--- src/rtl/tgs_pkg.sv ---
package tgs_pkg;
   localparam int CW_W     = 16;
   localparam int TRK_W    = 10;
   localparam int NS_W     = 7;
   localparam int B_SECFLG = 15;
   localparam int B_NS_LO  = 8;
   localparam int B_READY  = 7;
   localparam int B_RINH   = 6;
   localparam int B_COIN   = 5;
   localparam int B_ABORT  = 3;
   localparam int B_WEN    = 2;
   localparam int B_PARITY = 1;
   localparam int B_BUSY   = 0;
   localparam int B_WRITE  = 15;

   function automatic logic count_legal(input logic drum, input logic [TRK_W-1:0] c);
      logic pow2;
      pow2 = (c != '0) && ((c & (c - TRK_W'(1))) == '0);
      return (pow2 && c <= TRK_W'(128)) ||
             (drum && (c == TRK_W'(256) || c == TRK_W'(512) || c == TRK_W'(768)));
   endfunction
endpackage

--- src/rtl/tgs_cmd_reg.sv ---
module tgs_cmd_reg
   import tgs_pkg::*;
#(
   parameter bit DRUM = 1'b0
) (
   input  logic             clk,
   input  logic             rst_n,
   input  logic             load,
   input  logic [CW_W-1:0]  din,
   output logic [CW_W-1:0]  cw,
   output logic [TRK_W-1:0] track
);
   always_ff @(posedge clk or negedge rst_n) begin
      if (!rst_n) cw <= '0;
      else if (load) cw <= din;
   end

   generate
      if (DRUM) begin : g_drum
         assign track = cw[14:5];
      end else begin : g_disk
         assign track = TRK_W'(cw[13:7]);
      end
   endgenerate

   // a load lands on the next edge
   a_r1_load: assert property (@(posedge clk) disable iff (!rst_n)
      load |=> cw == $past(din));
   // without a load the word holds
   a_r11_hold: assert property (@(posedge clk) disable iff (!rst_n)
      !load |=> $stable(cw));
endmodule

--- src/rtl/tgs_inhibit_timer.sv ---
module tgs_inhibit_timer #(
   parameter bit DRUM  = 1'b0,
   parameter int TICKS = 256
) (
   input  logic clk,
   input  logic rst_n,
   input  logic restart,
   output logic running
);
   generate
      if (DRUM) begin : g_none
         assign running = 1'b0;
      end else begin : g_cnt
         localparam int CNT_W = $clog2(TICKS + 1);
         logic [CNT_W-1:0] cnt;
         always_ff @(posedge clk or negedge rst_n) begin
            if (!rst_n) cnt <= '0;
            else if (restart) cnt <= CNT_W'(TICKS);
            else if (cnt != '0) cnt <= cnt - CNT_W'(1);
         end
         assign running = (cnt != '0);

         // a load always leaves the timer running
         a_r6_restart: assert property (@(posedge clk) disable iff (!rst_n)
            restart |=> running);
         // the timer never starts on its own
         a_r6_no_self_start: assert property (@(posedge clk) disable iff (!rst_n)
            (!restart && !running) |=> !running);
      end
   endgenerate
endmodule

--- src/rtl/tgs_sticky_flags.sv ---
module tgs_sticky_flags (
   input  logic       clk,
   input  logic       rst_n,
   input  logic       clear,
   input  logic [2:0] set_evt,
   output logic [2:0] flags
);
   always_ff @(posedge clk or negedge rst_n) begin
      if (!rst_n) flags <= '0;
      else if (clear) flags <= '0;
      else flags <= flags | set_evt;
   end

   // start clears all three
   a_r9_clear: assert property (@(posedge clk) disable iff (!rst_n)
      clear |=> flags == 3'b000);
   // set bits hold until a start
   a_r9_sticky: assert property (@(posedge clk) disable iff (!rst_n)
      !clear |=> (flags & $past(flags)) == $past(flags));
endmodule

--- src/rtl/tgs_top.sv ---
module tgs_top
   import tgs_pkg::*;
#(
   parameter bit DRUM          = 1'b0,
   parameter int INHIBIT_TICKS = 256
) (
   input  logic             clk,
   input  logic             rst_n,
   input  logic             cw_load,
   input  logic [15:0]      cw_in,
   input  logic             xfer_start,
   input  logic             prot_switch,
   input  logic [9:0]       prot_tracks,
   input  logic             medium_present,
   input  logic             busy_in,
   input  logic             sec_flag_in,
   input  logic [6:0]       next_sec_in,
   input  logic             coin_evt,
   input  logic             abort_evt,
   input  logic             parity_evt,
   input  logic             merge_sel,
   input  logic [15:0]      bus_in,
   output logic [15:0]      cmd_word,
   output logic             write_en,
   output logic [15:0]      status_out
);
   generate
      if (INHIBIT_TICKS < 1) begin : g_bad_ticks
         $error("INHIBIT_TICKS must be positive");
      end
      if (CW_W != 16 || NS_W != 7 || TRK_W != 10) begin : g_bad_layout
         $error("status layout needs a 16-bit word");
      end
   endgenerate

   logic [TRK_W-1:0] track;
   logic             inh_run;
   logic [2:0]       sticky;   // {coin, abort, parity}
   logic [CW_W-1:0]  stat;

   tgs_cmd_reg #(.DRUM(DRUM)) u_cmd (
      .clk(clk), .rst_n(rst_n), .load(cw_load), .din(cw_in),
      .cw(cmd_word), .track(track));

   tgs_inhibit_timer #(.DRUM(DRUM), .TICKS(INHIBIT_TICKS)) u_inh (
      .clk(clk), .rst_n(rst_n), .restart(cw_load), .running(inh_run));

   tgs_sticky_flags u_sticky (
      .clk(clk), .rst_n(rst_n), .clear(xfer_start),
      .set_evt({coin_evt, abort_evt, parity_evt}), .flags(sticky));

   assign write_en = !prot_switch || (track >= prot_tracks);

   always_comb begin
      stat                        = '0;
      stat[B_WEN]                 = write_en;
      stat[B_COIN]                = sticky[2];
      stat[B_ABORT]               = sticky[1];
      stat[B_PARITY]              = sticky[0];
      if (medium_present) begin
         stat[B_SECFLG]           = sec_flag_in;
         stat[B_NS_LO +: NS_W]    = next_sec_in;
         stat[B_READY]            = 1'b1;
         stat[B_BUSY]             = busy_in;
         stat[B_RINH]             = inh_run && !cmd_word[B_WRITE];
      end
   end

   assign status_out = (merge_sel ? bus_in : '0) | stat;

   // protected-track count is a legal value whenever it matters
   a_r4_count_legal: assert property (@(posedge clk) disable iff (!rst_n)
      prot_switch |-> count_legal(DRUM, prot_tracks));
   // no live bits without a medium
   a_r8_unattached: assert property (@(posedge clk) disable iff (!rst_n)
      (!medium_present && !merge_sel) |->
         (status_out[15:6] == '0 && status_out[B_BUSY] == 1'b0));
   // a blocked write never shows abort or parity on its own account
   a_r5_silent: assert property (@(posedge clk) disable iff (!rst_n)
      (!write_en && !abort_evt && !parity_evt && !merge_sel &&
       $past(status_out[B_ABORT]) == 1'b0 && $past(status_out[B_PARITY]) == 1'b0)
         |=> (status_out[B_ABORT] == 1'b0 && status_out[B_PARITY] == 1'b0));
   // bit 4 always reads 0 without merge
   a_r2_bit4: assert property (@(posedge clk) disable iff (!rst_n)
      !merge_sel |-> status_out[4] == 1'b0);
endmodule

--- config.mk ---
export PLATFORM = sky130hd
export DESIGN_NAME = tgs_top
export DESIGN_NICKNAME = d
export VERILOG_FILES = /design/src/rtl/tgs_pkg.sv /design/src/rtl/tgs_cmd_reg.sv /design/src/rtl/tgs_inhibit_timer.sv /design/src/rtl/tgs_sticky_flags.sv /design/src/rtl/tgs_top.sv
export SDC_FILE = /design/constraint.sdc
export NUM_CORES = 1
export LEC_CHECK = 0
export BUFFER_PORTS_ARGS = -buffer_cell sky130_fd_sc_hd__buf_2
export CAP_MARGIN = 20
export CORE_MARGIN = 4
export CORE_UTILIZATION = 25
export CTS_BUF_LIST = sky130_fd_sc_hd__clkbuf_8
export CTS_CLUSTER_SIZE = 24
export DETAILED_ROUTE_END_ITERATION = 16
export GPL_TIMING_DRIVEN = 1
export HOLD_SLACK_MARGIN = 0.06
export RECOVER_POWER = 25
export SLEW_MARGIN = 20
export SYNTH_ARGS = -nofsm -noshare
export SYNTH_HDL_FRONTEND = slang
export SYNTH_SLANG_ARGS = --single-unit
--- constraint.sdc ---
create_clock -name clk -period 2.3 [get_ports clk]
set_input_delay 0.115 -clock clk [delete_from_list [all_inputs] [get_ports clk]]
set_output_delay 0.115 -clock clk [all_outputs]
set_load 0.01 [all_outputs]
# After elaboration in Yosys (flattened, before gate mapping)

Cells that the tools add are included.
W data, S select, Z words.

Flip-flop bits (word level): 28
Input port bits: 61

$add $sub $neg: 1
Magnitude comparators: 1
Mux-type cells: 6
Bitwise gates (word level): 2
Reductions and logical operators: 6

Operators by type and width:

| operator              | number |
|---|---|
| $mux W9               | 2 |
| $mux W16              | 1 |
| $or A16 B16 Y16       | 1 |
| $ge A7 B10 Y1         | 1 |
| $mux W10              | 1 |
| $reduce_bool A9 Y1    | 1 |
| $sub A9 B1 Y9 const B | 1 |
| $mux W3               | 1 |
| $or A3 B3 Y3          | 1 |
| $logic_not A1 Y1      | 2 |
| $reduce_bool A2 Y1    | 1 |
| $logic_and A1 B1 Y1   | 1 |
| $logic_or A1 B1 Y1    | 1 |
| $mux W1               | 1 |

# Longest topological paths before layout

Depth in word-level cells: 4
Depth in mapped cells: 6

# Modules after synthesis

Synthesis repeated with hierarchy kept, for this count alone.

Cell total of the unflattened synthesis: 158
Area total of the unflattened synthesis: 1,745.4 µm²

Modules (own cells, without submodules):

| module            | instances | cells each | area an instance (µm²) | seq. area each (µm²) |
|---|---|---|---|---|
| tgs_cmd_reg       | 1         | 45         | 728.2                  | 400.4 |
| tgs_inhibit_timer | 1         | 50         | 505.5                  | 225.2 |
| tgs_top           | 1         | 57         | 406.6                  | 0.0 |
| tgs_sticky_flags  | 1         | 6          | 105.1                  | 75.1 |

# Least setup slack after synthesis

No wires, ideal clock.

Path kind: register -> output
Start point: register u_inh.g_cnt.cnt[0]
End point: output status_out[6]
Data arrival time: 1.664 ns
Data required time: 2.185 ns
Setup slack: 0.521 ns
Stages on the path, launching flop included: 6
Buffers on the path: 0
Cell sequence: dfrtp_1 -> inv_1 -> ha_1 -> nor3b_1 -> nand3_1 -> a32o_1

Longest elaborated chain between the ends: 4

RTL lines:

| element                | RTL line                | RTL |
|---|---|---|
| start, declared        | tgs_inhibit_timer.sv:15 | `logic [CNT_W-1:0] cnt;` |
| start signal, assigned | tgs_inhibit_timer.sv:18 | `else if (restart) cnt <= CNT_W'(TICKS);` |
| start signal, assigned | tgs_inhibit_timer.sv:19 | `else if (cnt != '0) cnt <= cnt - CNT_W'(1);` |
| $reduce_bool A9 Y1     | tgs_inhibit_timer.sv:21 | `assign running = (cnt != '0);` |
| $logic_and A1 B1 Y1    | tgs_top.sv:65           | `stat[B_RINH] = inh_run && !cmd_word[B_WRITE];` |
| $mux W10               | tgs_top.sv:60           | `if (medium_present) begin` |
| $or A16 B16 Y16        | tgs_top.sv:69           | `assign status_out = (merge_sel ? bus_in : '0) \| stat;` |
| end, declared          | tgs_top.sv:25           | `output logic [15:0] status_out` |

No other way between the ends.

# Worst setup path after layout

Same ends and word-level chain as after synthesis.

==> metrics.yaml <==
status: "complete, no violations"
reg2reg_slack_ps: 550
synthDistinctLibCells: 29
crit_required_ps: 2180
tightest_slew_ps: 1300
cp-startpoint: "u_inh.g_cnt.cnt[0]$_DFFE_PN0P_"
routed_wl_mm: 3.72
grt_remaining_overflow: 0
synth.most_common_cell: "dfrtp_1"
synthesis.nets: 208
hold_path_class: "primary input to flip-flop"
num_rows: 27
postRouteAntennaNets: 0
synth_area_mm2: 0.00147
initialDrtViolationCount: 47
die_h_um: 84.7
antenna_found_initial: 0
postCtsSetupBuffers: 0
finalSetupViolCount: 0
final_util_pct: 38.7
grt_first_pass_wirelength_mm: 6.42
synth-seq-cells: 28
synth_sequential_area_ratio_pct: 47.6
maxCapViolCount: 0
skew_ps: 3.29
vias: 1406
synth_top_area_cell: "dfrtp_1"
leakage_nw: 1.11
rsz0062_at_grt: "no"
final_max_slew_viol_count: 0
crit_end: "status_out[6]"
fin_nets: 314
synth-edff-count: 0
synth_ff_type: "dfrtp_1"
yosysTopAreaCellShare_pct: 47.6
powerDensity_mw_per_mm2: 700
cts_made_buffers: 3
cts.path.max_buffers: 2
fin_crit_ps: 1910
clock_sinks: 28
timing.rr.end: "u_inh.g_cnt.cnt[5]$_DFFE_PN0P_"
fin_setup_tns_ps: 0
arrival_ps: 1790
r2r_cells: 7
port_buffers: 93
cts_hold_buf: 10
ys_async_sr_fraction_pct: 100
viasPerCell: 4.45
hold_viol_final: 0
start_kind: "flip-flop"
core_mm2: 0.00561
dp_hpwl_mm: 2.91
cp_max_fo: 7
grt_pass1_vias: 1450
grt_util_all_layers_pct: 10.7
start_util_pct: 26.2
drc: 0
synth_area_per_cell_um2: 10.6
power.total_mw: 1.52
maxSlewHeadroom_pct: 13.6
holdPathStages: 2
io_pins: 94
die-area_mm2: 0.00718
diodes: 0
clk_pin_slew_ps: 100
final_cells: 316
r2r_start: "u_inh.g_cnt.cnt[0]$_DFFE_PN0P_"
crit_type: "flip-flop to output pin"
routedWlPerCell_um: 11.8
syn_inst: 139
worstSkewPairLatency_ps: 270
finalCritPeriodShare_pct: 82.8
dp.cells: 300
fmax_ghz: 0.525
first_pass_iters: 4
ys.warnings.count: 0
synthTopCellsByArea: "dfrtp_1 48%, mux2_2 11%, ha_1 6.8%, a22o_1 5.4%, nor2_1 3.1%"
layout-drive-gt1-share_pct: 43.4
grt_max_degree: 29
synthTopCellsByCount: "28 x dfrtp_1, 15 x mux2_2, 12 x nor2_1"
vdd_ir_drop_max_mv: 0.296
die_x_um: 84.7
cts_tree: "done"
cts_max_level: 1
syn_to_final_growth_pct: 47.6
place_congestion: 0.778
clockRootBuffer: "clkbuf_8"
critPathCaptureType: "output pin"
cts_resized: 0
==> routing by layer <==
| metal | GRT usage [%] | part of all wire (%) | up-vias |
|---|---|---|---|
| li1 | - | - | 703 |
| met1 | 13.5 | 43 | 638 |
| met2 | 18.2 | 48 | 63 |
| met3 | 2.36 | 9.4 | 2 |
| met4 | 3.02 | 0.51 | 0 |
| met5 | 0 | 0 | - |
==> registers in the layout, indices dropped and copies added (netlist names) <==
register         cells
u_inh.g_cnt.cnt      9
u_sticky.flags       3
u_cmd.cw            16
==> layout by cell type, fill, tap and decap left out, types with 4 or more instances in the layout <==
cell / instances
mux2_2: 15
nor2_1: 12
a21o_1: 4
clkbuf_8: 4
buf_2: 84
o21ai_0: 5
a22o_1: 9
ha_1: 8
dlygate4sd3_1: 12
a21oi_1: 7
nand2_1: 10
dfrtp_1: 28
inv_1: 10
clkbuf_1: 9
==> cell families (layout without fill, tap and decap cells) <==
group	count (synthesis)	after routing	share of synthesized area [%]
adder cells (fa/ha/maj)	8	8	6.80
AO/OA/AOI/OAI	32	32	15.6
flip-flops	28	28	47.6
XOR/XNOR	2	2	1.19
AND/OR/NAND/NOR	38	38	12.5
buffers and inverters	16	121	4.85
multiplexers	15	15	11.5
==> how the worst min path moves through the flow <==
| stage | start | to | slack, ps |
|---|---|---|---|
| after global placement | rst_n | u_cmd.cw[14]$_DFFE_PN0P_ | 180 |
| after CTS | cw_in[11] | u_cmd.cw[11]$_DFFE_PN0P_ | 60 |
| after global routing | cw_in[1] | u_cmd.cw[1]$_DFFE_PN0P_ | 60 |
| final | cw_in[11] | u_cmd.cw[11]$_DFFE_PN0P_ | 70 |
| after detailed placement | rst_n | u_cmd.cw[1]$_DFFE_PN0P_ | 180 |
| after floorplan | rst_n | u_cmd.cw[0]$_DFFE_PN0P_ | -180 |
==> worst max-delay path: stages (launching register included) <==
cell	delay (ps)
dfrtp_1	430
inv_1	70
ha_1	160
nor3b_1	180
buf_4	170
nand3_1	100
a32o_1	280
buf_2	140
==> per-stage QoR <==
step / hold slack, ps / instance area (um^2) / worst slack [ps]
floorplan: -181 / 1470 / 521
global placement: 181 / 2010 / 634
detailed placement: 183 / 2010 / 574
CTS: 60.2 / 2160 / 367
global route: 61.6 / 2170 / 157
finish: 70.5 / 2170 / 395
==> where the power goes <==
| part | internal, mW | switching (mW) | leakage [nW] |
|---|---|---|---|
| clock network | 0.153 | 0.150 | 0.0288 |
| logic | 0.290 | 0.250 | 0.739 |
| registers | 0.588 | 0.0906 | 0.340 |
| total | 1.03 | 0.490 | 1.11 |
==> cell type report <==
type,count,area [um^2]
repair buffers,107,589
inverters,10,37.5
clock buffers,4,55.1
multi-input cells,95,699
fillers,591,3440
well taps,72,90.1
flip-flops and latches,28,701
Note: power is estimated with default switching activity, not from simulation.
